[src/rtl/refclk_pkg.sv]
package refclk_pkg;
  localparam int unsigned NUM_REFS = 2;
  typedef logic [NUM_REFS-1:0] ref_vec_t;
endpackage

[src/rtl/ref_sync.sv]
module ref_sync #(
  parameter int unsigned STAGES = 2
) (
  input  logic clk_i,
  input  logic rst_ni,
  input  logic ref_i,
  output logic edge_o
);
  logic [STAGES-1:0] chain_q;
  logic              last_q;

  generate
    for (genvar s = 0; s < STAGES; s++) begin : g_stage
      if (s == 0) begin : g_first
        always_ff @(posedge clk_i or negedge rst_ni)
          if (!rst_ni) chain_q[s] <= 1'b0;
          else         chain_q[s] <= ref_i;
      end else begin : g_next
        always_ff @(posedge clk_i or negedge rst_ni)
          if (!rst_ni) chain_q[s] <= 1'b0;
          else         chain_q[s] <= chain_q[s-1];
      end
    end
  endgenerate

  always_ff @(posedge clk_i or negedge rst_ni)
    if (!rst_ni) last_q <= 1'b0;
    else         last_q <= chain_q[STAGES-1];

  assign edge_o = chain_q[STAGES-1] ^ last_q;
endmodule

[src/rtl/stall_mon.sv]
module stall_mon #(
  parameter int unsigned STALL_CYCLES = 8
) (
  input  logic clk_i,
  input  logic rst_ni,
  input  logic clr_ni,
  input  logic edge_i,
  output logic bad_o
);
  localparam int unsigned CNT_W = (STALL_CYCLES > 1) ? $clog2(STALL_CYCLES) : 1;
  localparam logic [CNT_W-1:0] CNT_TOP = CNT_W'(STALL_CYCLES - 1);

  logic [CNT_W-1:0] cnt_q;
  logic             bad_q;

  always_ff @(posedge clk_i or negedge rst_ni) begin
    if (!rst_ni) begin
      cnt_q <= '0;
      bad_q <= 1'b0;
    end else if (!clr_ni) begin
      cnt_q <= '0;
      bad_q <= 1'b0;
    end else if (edge_i) begin
      cnt_q <= '0;
    end else if (cnt_q == CNT_TOP) begin
      bad_q <= 1'b1;
    end else begin
      cnt_q <= cnt_q + 1'b1;
    end
  end

  assign bad_o = bad_q;

  a_r2_sticky: assert property (@(posedge clk_i) disable iff (!rst_ni)
    bad_q && clr_ni |=> bad_q);
  a_r3_clear: assert property (@(posedge clk_i) disable iff (!rst_ni)
    !clr_ni |=> !bad_q && cnt_q == '0);
  a_r1_edge_restart: assert property (@(posedge clk_i) disable iff (!rst_ni)
    edge_i |=> cnt_q == '0);
  a_r1_no_early_flag: assert property (@(posedge clk_i) disable iff (!rst_ni)
    !bad_q && edge_i |=> !bad_q);
endmodule

[src/rtl/sel_ctrl.sv]
module sel_ctrl
  import refclk_pkg::*;
(
  input  logic     clk_i,
  input  logic     rst_ni,
  input  logic     clr_ni,
  input  logic     sel_i,
  input  logic     override_i,
  input  ref_vec_t bad_i,
  output logic     act_o,
  output logic     div_en_o
);
  logic act_q, div_en_q;
  logic cur_bad, alt_bad;

  assign cur_bad = bad_i[act_q];
  assign alt_bad = bad_i[~act_q];

  always_ff @(posedge clk_i or negedge rst_ni) begin
    if (!rst_ni) begin
      act_q    <= 1'b0;
      div_en_q <= 1'b0;
    end else begin
      div_en_q <= 1'b1;
      if (!clr_ni || override_i) act_q <= sel_i;
      else if (cur_bad && !alt_bad) act_q <= ~act_q;
    end
  end

  assign act_o    = act_q;
  assign div_en_o = div_en_q;

  a_r4_align: assert property (@(posedge clk_i) disable iff (!rst_ni)
    !clr_ni |=> act_q == $past(sel_i));
  a_r7_override: assert property (@(posedge clk_i) disable iff (!rst_ni)
    override_i |=> act_q == $past(sel_i));
  a_r6_hold: assert property (@(posedge clk_i) disable iff (!rst_ni)
    clr_ni && !override_i && (&bad_i) |=> $stable(act_q));
  a_r5_failover: assert property (@(posedge clk_i) disable iff (!rst_ni)
    clr_ni && !override_i && bad_i[act_q] && !bad_i[~act_q] |=> act_q != $past(act_q));
  a_r5_no_spurious: assert property (@(posedge clk_i) disable iff (!rst_ni)
    clr_ni && !override_i && !bad_i[act_q] |=> $stable(act_q));
  a_r9_div_en: assert property (@(posedge clk_i) disable iff (!rst_ni)
    1'b1 |=> div_en_q);
endmodule

[src/rtl/refclk_failover.sv]
module refclk_failover
  import refclk_pkg::*;
#(
  parameter int unsigned STALL_CYCLES = 8,
  parameter int unsigned SYNC_STAGES  = 2
) (
  input  logic clk_i,
  input  logic rst_ni,
  input  logic alarm_rst_ni,
  input  logic ref0_i,
  input  logic ref1_i,
  input  logic sel_i,
  input  logic override_i,
  output logic bad0_o,
  output logic bad1_o,
  output logic clk_sel_o,
  output logic ref_mux_o,
  output logic div_en_o
);
  ref_vec_t ref_in, edge_w, bad_w;
  logic     act_w;

  assign ref_in = {ref1_i, ref0_i};

  generate
    for (genvar i = 0; i < NUM_REFS; i++) begin : g_ref
      ref_sync #(.STAGES(SYNC_STAGES)) u_sync (
        .clk_i  (clk_i),
        .rst_ni (rst_ni),
        .ref_i  (ref_in[i]),
        .edge_o (edge_w[i])
      );
      stall_mon #(.STALL_CYCLES(STALL_CYCLES)) u_mon (
        .clk_i  (clk_i),
        .rst_ni (rst_ni),
        .clr_ni (alarm_rst_ni),
        .edge_i (edge_w[i]),
        .bad_o  (bad_w[i])
      );
    end
  endgenerate

  sel_ctrl u_sel (
    .clk_i      (clk_i),
    .rst_ni     (rst_ni),
    .clr_ni     (alarm_rst_ni),
    .sel_i      (sel_i),
    .override_i (override_i),
    .bad_i      (bad_w),
    .act_o      (act_w),
    .div_en_o   (div_en_o)
  );

  assign bad0_o    = bad_w[0];
  assign bad1_o    = bad_w[1];
  assign clk_sel_o = act_w;
  assign ref_mux_o = act_w;

  a_r10_mux_match: assert property (@(posedge clk_i) disable iff (!rst_ni)
    ref_mux_o == clk_sel_o);
  a_r8_detect_in_override: assert property (@(posedge clk_i) disable iff (!rst_ni)
    override_i && alarm_rst_ni && bad0_o |=> bad0_o);
endmodule

[config.mk]
export PLATFORM = sky130hd
export DESIGN_NAME = refclk_failover
export DESIGN_NICKNAME = d
export VERILOG_FILES = /design/src/rtl/refclk_pkg.sv /design/src/rtl/ref_sync.sv /design/src/rtl/stall_mon.sv /design/src/rtl/sel_ctrl.sv /design/src/rtl/refclk_failover.sv
export SDC_FILE = /design/constraint.sdc
export NUM_CORES = 1
export LEC_CHECK = 0
export CORE_MARGIN = 8
export CORE_UTILIZATION = 44
export CTS_BUF_LIST = sky130_fd_sc_hd__clkbuf_4 sky130_fd_sc_hd__clkbuf_8
export CTS_CLUSTER_SIZE = 8
export DETAILED_ROUTE_END_ITERATION = 8
export PLACE_DENSITY = 0.69
export SLEW_MARGIN = 20
export SYNTH_ARGS = -nofsm -noshare
export SYNTH_HDL_FRONTEND = slang
export SYNTH_SLANG_ARGS = --single-unit
[constraint.sdc]
create_clock -name clk_i -period 2.5 [get_ports clk_i]
set_clock_uncertainty 0.1 [all_clocks]
set_input_delay 0.25 -clock clk_i [delete_from_list [all_inputs] [get_ports clk_i]]
set_output_delay 0.25 -clock clk_i [all_outputs]
set_load 0.005 [all_outputs]
; After elaboration in Yosys (flattened, before gate mapping)
; Index checks and enable logic that the tools add are counted.
[totals]
input_bits = 7
output_inout_bits = 5
regBits = 16
[classes]
addsub = 2
n_mux = 18
reduce_logical = 7
order_cmp = 2
n_bitwise = 3
n_eq_ne = 8
[ops]
columns = op, count
row1 = two-way mux 3 bit, 6
row2 = two-way mux 1 bit, 12
row3 = "adder 3 x 1 -> 3 bit, second input constant", 2
row4 = "equality test 3 bit, second input constant", 2
row5 = "inequality test 3 x 2 -> 1 bit, second input constant", 2
row6 = "< comparator 1 x 2 -> 1 bit, second input constant", 2
row7 = "inequality test 2 x 1 -> 1 bit, second input constant", 2
row8 = "inequality test 2 bit, second input constant", 2
row9 = AND reduction 2 bit, 2
row10 = logical NOT 1 bit, 2
row11 = nonzero test 2 bit, 1
row12 = XOR 1 bit, 2
row13 = logical AND 1 bit, 1
row14 = logical OR 1 bit, 1
row15 = NOT 1 bit, 1

; Depth between registers and ports, before layout
; Gate-level depths: netlist (run 1).
[depth]
word_depth = 7
ltp_mapped = 4
ltp_nobuf = 4

; Cells and area by module
; Synthesis (run 1) repeated with hierarchy kept, for this count alone.
[unflattened]
cells_unflattened = 46
area_unflattened_um2 = 635.6
[modules_own_cells]
columns = module, instances, area_per_inst_um2, seq_area_each_um2, cells_each
row1 = stall_mon, 2, 185.2, 100.1, 15
row2 = ref_sync, 2, 83.8, 75.1, 4
row3 = sel_ctrl, 1, 90.1, 50.0, 7
row4 = refclk_failover, 1, 7.5, 0.0, 1

; Worst setup path before layout (run 1)
; Ideal clock, no wire load.
[synth_timing]
kind = flip-flop to flip-flop
start = register g_ref[1].u_mon.cnt_q[0]
end = register g_ref[1].u_mon.cnt_q[0]
synth_period_minus_slack_ns = 1.212
setup_time_ns = 0.118
stages_incl_launch_ff = 5
slack_ns = 1.288
n_path_buf = 0
arrival_time_ns = 0.993
required_ns = 2.282
path_cell_list = dfrtp_1 ha_1 ha_1 xor2_1 nor2_1
[synth_between]
elab_chain_len = 4
word_cells_on_any_way = 6
cone_classes = add/sub (1) / eq/ne (2) / mux (3)
[synth_rtl]
columns = item, line_no
row1 = start: declaration, stall_mon.sv:13  ; logic [CNT_W-1:0] cnt_q;
row2 = start signal: assignment, stall_mon.sv:28  ; cnt_q <= cnt_q + 1'b1;
row3 = adder 3 x 1 -> 3 bit, stall_mon.sv:28
row4 = two-way mux 3 bit, stall_mon.sv:25  ; end else if (cnt_q == CNT_TOP) begin
row5 = two-way mux 3 bit, stall_mon.sv:23  ; end else if (edge_i) begin
row6 = two-way mux 3 bit, stall_mon.sv:20  ; end else if (!clr_ni) begin
; Several ways; a longest one is shown, not always the timed one. The select of a mux whose other input is x is not followed.
; A chain may end at the register's enable or synchronous reset.

; Final worst setup path (run 1)
[layout_timing]
start = register g_ref[0].u_mon.bad_q
end = output bad0_o
[layout_rtl]
columns = item, line_no
row1 = start: declaration, stall_mon.sv:14  ; logic bad_q;
row2 = start signal: assignment, stall_mon.sv:19  ; bad_q <= 1'b0;
row3 = start signal: assignment, stall_mon.sv:22  ; bad_q <= 1'b0;
row4 = start signal: assignment, stall_mon.sv:26  ; bad_q <= 1'b1;
row5 = end: declaration, refclk_failover.sv:14  ; output logic bad0_o,
; No word-level cell between the ends.

==> results of run 1 <==
per-stage QoR:
step,setup WS (ns),instances
after global placement,1.03,71
after global routing,0.900,75
after CTS,0.929,75
after floorplan,1.29,46
final,0.945,75
after detailed placement,0.971,71
power groups by stage:
stage          clock network, mW  registers [mW]  logic (mW)
2_1_floorplan                  0           0.281      0.0206
3_3_place_gp                   0           0.281      0.0434
3_5_place_dp                   0           0.282      0.0447
4_1_cts                    0.175           0.277      0.0449
5_1_grt                    0.185           0.278      0.0490
6_report                   0.165           0.276      0.0437
cells by family after synthesis:
group / share of synthesized area
fa+ha+maj: 0.0980
mux: 0.0880
compound gates: 0.0160
simple gates: 0.0780
buf+inv: 0.0180
other cells: 0.00599
xor+xnor: 0.0560
flops: 0.640
flip-flops by register name, indices dropped and copies added (netlist names):
| name | flops |
|---|---|
| g_ref.u_mon.cnt_q | 6 |
| g_ref.u_mon.bad_o | 2 |
| u_sel.div_en_o | 1 |
| u_sel.act_o | 1 |
| g_ref.u_sync.last_q | 2 |
| g_ref.u_sync.chain_q | 4 |
worst paths after layout:
check,startpoint,endpoint,cells past startpoint
max in group asynchronous,rst_ni,g_ref[0].u_sync.chain_q[1],1
hold / removal,g_ref[1].u_sync.chain_q[0],g_ref[1].u_sync.chain_q[1],0
setup / recovery,g_ref[0].u_mon.bad_o,bad0_o,1
setup reg to reg,g_ref[1].u_mon.cnt_q[0],g_ref[1].u_mon.cnt_q[0],4
min in group asynchronous,rst_ni,g_ref[0].u_mon.cnt_q[0],1
hold reg to reg,g_ref[1].u_sync.chain_q[0],g_ref[1].u_sync.chain_q[1],0
routing by layer:
metal / part of all wire / track usage / wire length (microns) / up-vias
met5: 0 / 0 / 0 / -
met4: 0.036 / 0.0756 / 34 / 0
met3: 0.058 / 0.0358 / 54 / 4
met2: 0.49 / 0.124 / 459 / 8
met1: 0.41 / 0.0793 / 387 / 176
li1: - / - / - / 173
cell type report:
class / instances / area share
flip-flops and latches: 16 / 0.511
repair buffers: 11 / 0.141
clock buffers: 4 / 0.0463
inverters: 1 / 0.00479
well taps: 15 / 0.0240
multi-input cells: 28 / 0.273
placed cells by master, fill, tap and decap left out:
cell / instances
xor2_1: 2
maj3_2: 1
ha_1: 4
nor2_1: 6
nor2b_1: 3
clkdlybuf4s50_1: 11
clkbuf_8: 1
a21oi_1: 2
dfrtp_1: 16
xnor2_1: 2
clkbuf_4: 3
nand2_1: 2
mux2i_1: 4
mux2_4: 1
inv_1: 1
conb_1: 1
==> results.cfg, run 1 <==
[critical_path]
crit_slowest_cell = clkdlybuf4s50_1
required_ns = 2.15
crit_path_end_kind = output port
path_cells = clkdlybuf4s50_1
worstSetupStartpointType = register
crit_family = buffers and inverters
rrSetupSlack_ns = 1.20
worstSetupPathType = register to output port
path_max_fanout = 3
crit_arrival_ns = 1.20
cp_num_buf_inv = 1
slowest_delay_ns = 0.52

[synth]
synth.distinct_cells = 14
yosysSeqAreaShare = 0.640
synth_top_area_share = 0.640
synth_ff_type = dfrtp_1
netlist_area_sq_um = 626
synth_area_leaders = dfrtp_1, ha_1, mux2i_1
ys_ff_latch = 16
yosysMostFrequentCell = dfrtp_1
netlist_instances = 46
synth_edf_count = 0
syn_nets = 57
synth-async-reset-ratio = 1.00
yosys_warnings = 0
synth.avg_cell_area_sq_um = 13.6
yosys-top-cells-count = dfrtp_1, nor2_1, ha_1, mux2i_1, nor2b_1
yosysTopAreaCell = dfrtp_1

[worst_hold_path]
hp-class = register to register

[final_layout]
layout-drive-gt1-share = 0.100
layout.nets = 72
antenna-diode-count = 0
syn_to_final_growth_pct = 25.2
final_util = 0.594
seq_area_sq_um = 400
nFillCells = 117
design_area_sq_um = 783
multi_input_area_sq_um = 214

[floorplan]
core_area_sq_um = 1320
io_pins = 12
initial_utilization = 0.475
rows = 13
die_w_microns = 53.7
dieArea_sq_um = 2880
die_h_microns = 53.7

[pwr]
p_int_mw = 0.385
switching_share = 0.207
vdd_ir_drop_max_mv = 0.347
pwr-share-clk = 0.341
leakage_nw = 0.368
p_switching_mw = 0.101
p_per_area_nw_per_um2 = 620
power_frac_comb = 0.090
fin_total_pwr_mw = 0.485
p_seq_frac = 0.569

[clock_tree]
cts_root_buf = clkbuf_4
clk-insertion-delay-late_ns = 0.28
cts.sinks = 16
cts_setup_buffers = 0
htreeDepth = 1
cts_buffers = 3
clk_pin_slew_ns = 0.09
hold_buffers = 0
clockBufferDepth = 2
cts_resized = 0
tritoncts = yes

[place]
hpwl_microns = 732
place_area_sq_um = 747
port_buffers = 11
gp_congestion = 0.604

[route]
antenna_left = 0
drtIter0Drc = 1
wire_per_inst_microns = 12.5
finalWirelength_microns = 935
viasPerCell = 4.81
route.detailed.drc = 0
routed-via-count = 361
drt_pass1_iterations = 2

[timing]
setup-tns-final_ns = 0
finalMaxSlewViolations = 0
hold_viol_final = 0
max-slew-margin-rel = 0.546
period_share = 0.622
hold-worst-slack_ns = 0.255
finalSetupViolCount = 0
fin_crit_ns = 1.55
rsz0062_at_grt = no
max_freq_mhz = 643
worstMarginPinSlew_ns = 0.680

[global_route]
grt_pass1_vias = 396
grt_pass1_wl_microns = 1620
track_usage = 0.0804
grt_max_degree = 17
antenna_found_initial = 0
grt_overflow = 0

[status]
status = finished, final reports clean

[flow_run]
drv_cap = 0
Power figures use the tool's default switching activity.
==> inputs of run 2 (changes only) <==
--- a/config.mk
+++ b/config.mk
@@ -10,7 +10,7 @@
 export CTS_BUF_LIST = sky130_fd_sc_hd__clkbuf_4 sky130_fd_sc_hd__clkbuf_8
 export CTS_CLUSTER_SIZE = 8
 export DETAILED_ROUTE_END_ITERATION = 8
-export PLACE_DENSITY = 0.69
+export PLACE_DENSITY = 0.72
 export SLEW_MARGIN = 20
 export SYNTH_ARGS = -nofsm -noshare
 export SYNTH_HDL_FRONTEND = slang
==> constraint.sdc (replaced) <==
create_clock -name clk_i -period 1.4 [get_ports clk_i]
set_clock_uncertainty 0.1 [all_clocks]
set_input_delay 0.14 -clock clk_i [delete_from_list [all_inputs] [get_ports clk_i]]
set_output_delay 0.14 -clock clk_i [all_outputs]
set_load 0.005 [all_outputs]
==> run 2 against run 1 <==
  * Critical path depth is the same
  * Utilization increased by 3.8 points
  * Sequential cell count unchanged
  * Largest cell class unchanged
==> results.cfg, run 2 (same netlist as run 1, synthesis figures left out) <==
[floorplan]
dieArea_sq_um = 2880
die_w_microns = 53.7
initial_utilization = 0.475
rows = 13
core_area_sq_um = 1320
die_h_microns = 53.7
io_pins = 12

[global_route]
grt_pass1_wl_microns = 1680
grt_overflow = 0
track_usage = 0.0821
antenna_found_initial = 0
grt_max_degree = 17
grt_pass1_vias = 427

[timing]
period_share = 0.962
max_freq_mhz = 743
finalSetupViolCount = 0
finalMaxSlewViolations = 0
setup-tns-final_ns = 0
fin_crit_ns = 1.35
hold_viol_final = 0
rsz0062_at_grt = no
hold-worst-slack_ns = 0.0583

[clock_tree]
clk-insertion-delay-late_ns = 0.28
cts.sinks = 16
tritoncts = yes
htreeDepth = 1
clk_pin_slew_ns = 0.09
clockBufferDepth = 2
cts_root_buf = clkbuf_4
cts_buffers = 3

[critical_path]
crit_path_end_kind = output port
required_ns = 1.16
path_cells = clkdlybuf4s50_1
worstSetupStartpointType = register
crit_family = buffers and inverters
worstSetupPathType = register to output port
slowest_delay_ns = 0.50
crit_slowest_cell = clkdlybuf4s50_1
crit_arrival_ns = 1.11
cp_num_buf_inv = 1
timing.rr.start = g_ref[1].u_mon.bad_o
crit_start = u_sel.div_en_o
path_max_fanout = 1

[pwr]
leakage_nw = 0.436
vdd_ir_drop_max_mv = 0.688
p_per_area_nw_per_um2 = 1040

[final_layout]
largest_reg_flops = 6
seq_area_sq_um = 400
syn_to_final_growth_pct = 33.2
reg_top3 = g_ref.u_mon.cnt_q: 6 flops, g_ref.u_sync.chain_q: 4 flops
design_area_sq_um = 833
top_register = g_ref.u_mon.cnt_q
layout.nets = 78
multi_input_area_sq_um = 216
layout_commonest_cell = dfrtp_1
antenna-diode-count = 0
layout-drive-gt1-share = 0.197
nFillCells = 108
final_cell_mix = dfrtp_1, clkdlybuf4s50_1, nor2_1, buf_4, mux2i_1

[place]
hpwl_microns = 721
gp_congestion = 0.692
place_area_sq_um = 762
port_buffers = 11

[status]
status = finished, final reports clean

[route]
wire_per_inst_microns = 12.4
routed-via-count = 384
highest-signal-layer = met4
wl_met3_microns = 106
drtIter0Drc = 0
dr_wl_met2_microns = 460
viasPerCell = 4.74
antenna_left = 0
met1_length_microns = 410
route.detailed.drc = 0
finalWirelength_microns = 1000
drt_pass1_iterations = 1

[flow_run]
drv_cap = 0

[worst_hold_path]
hp-class = input port to async pin
## run 2: repair_timing
item                                    4_1_cts  5_1_grt
gates cloned                                  0        0
endpoints found under the setup margin        4        3
resized for setup                             2        3
buffers inserted                              3        1
hold buffers                                  0        0
## run 2: worst register-to-register path, delay by kind of cell (launching register included)
kind / cells / cell delay, ns
buffers and inverters: 3 / 0.23
adder cells (fa/ha/maj): 1 / 0.28
flip-flops: 1 / 0.35
multiplexers: 1 / 0.25
## run 2: per-stage QoR
stage	setup slack (ns)	total power, mW	cells	utilization
2_1_floorplan	0.188	0.539	46	-
3_3_place_gp	0.107	0.584	73	0.578
3_5_place_dp	0.0818	0.588	73	0.578
4_1_cts	0.0123	0.890	80	0.621
5_1_grt	0.0108	0.917	81	0.632
6_report	0.0537	0.871	81	0.632
## run 2: path summary, 6_finish.rpt
kind                                              endpoint  slack (ns)  cells past startpoint
max in group asynchronous          g_ref[0].u_mon.cnt_q[1]        0.96                      2
worst min register to register  g_ref[0].u_sync.chain_q[1]        0.26                      0
worst max register to register                 u_sel.act_o        0.09                      5
worst min-delay path               g_ref[1].u_mon.cnt_q[2]        0.06                      2
worst max-delay path                              div_en_o        0.05                      1
min in group clk_i              g_ref[1].u_sync.chain_q[0]        0.21                      1
## run 2: metal layers
| layer | up-vias | GRT usage |
|---|---|---|
| met5 | - | 0 |
| met4 | 0 | 0.0630 |
| met3 | 4 | 0.0386 |
| met2 | 13 | 0.124 |
| met1 | 179 | 0.0874 |
| li1 | 188 | - |
## run 2: area by class of cell
cell class / count / area share
Sequential cell: 16 / 0.480
Multi-Input combinational cell: 28 / 0.260
Timing Repair Buffer: 17 / 0.189
Clock buffer: 4 / 0.0435
Tap cell: 15 / 0.0225
Inverter: 1 / 0.00450
## run 2: report_power, final
group / switching, mW / internal [mW] / total [mW]
registers: 0.0107 / 0.482 / 0.493
logic: 0.0332 / 0.0491 / 0.0824
clock network: 0.137 / 0.158 / 0.295
total: 0.181 / 0.690 / 0.871
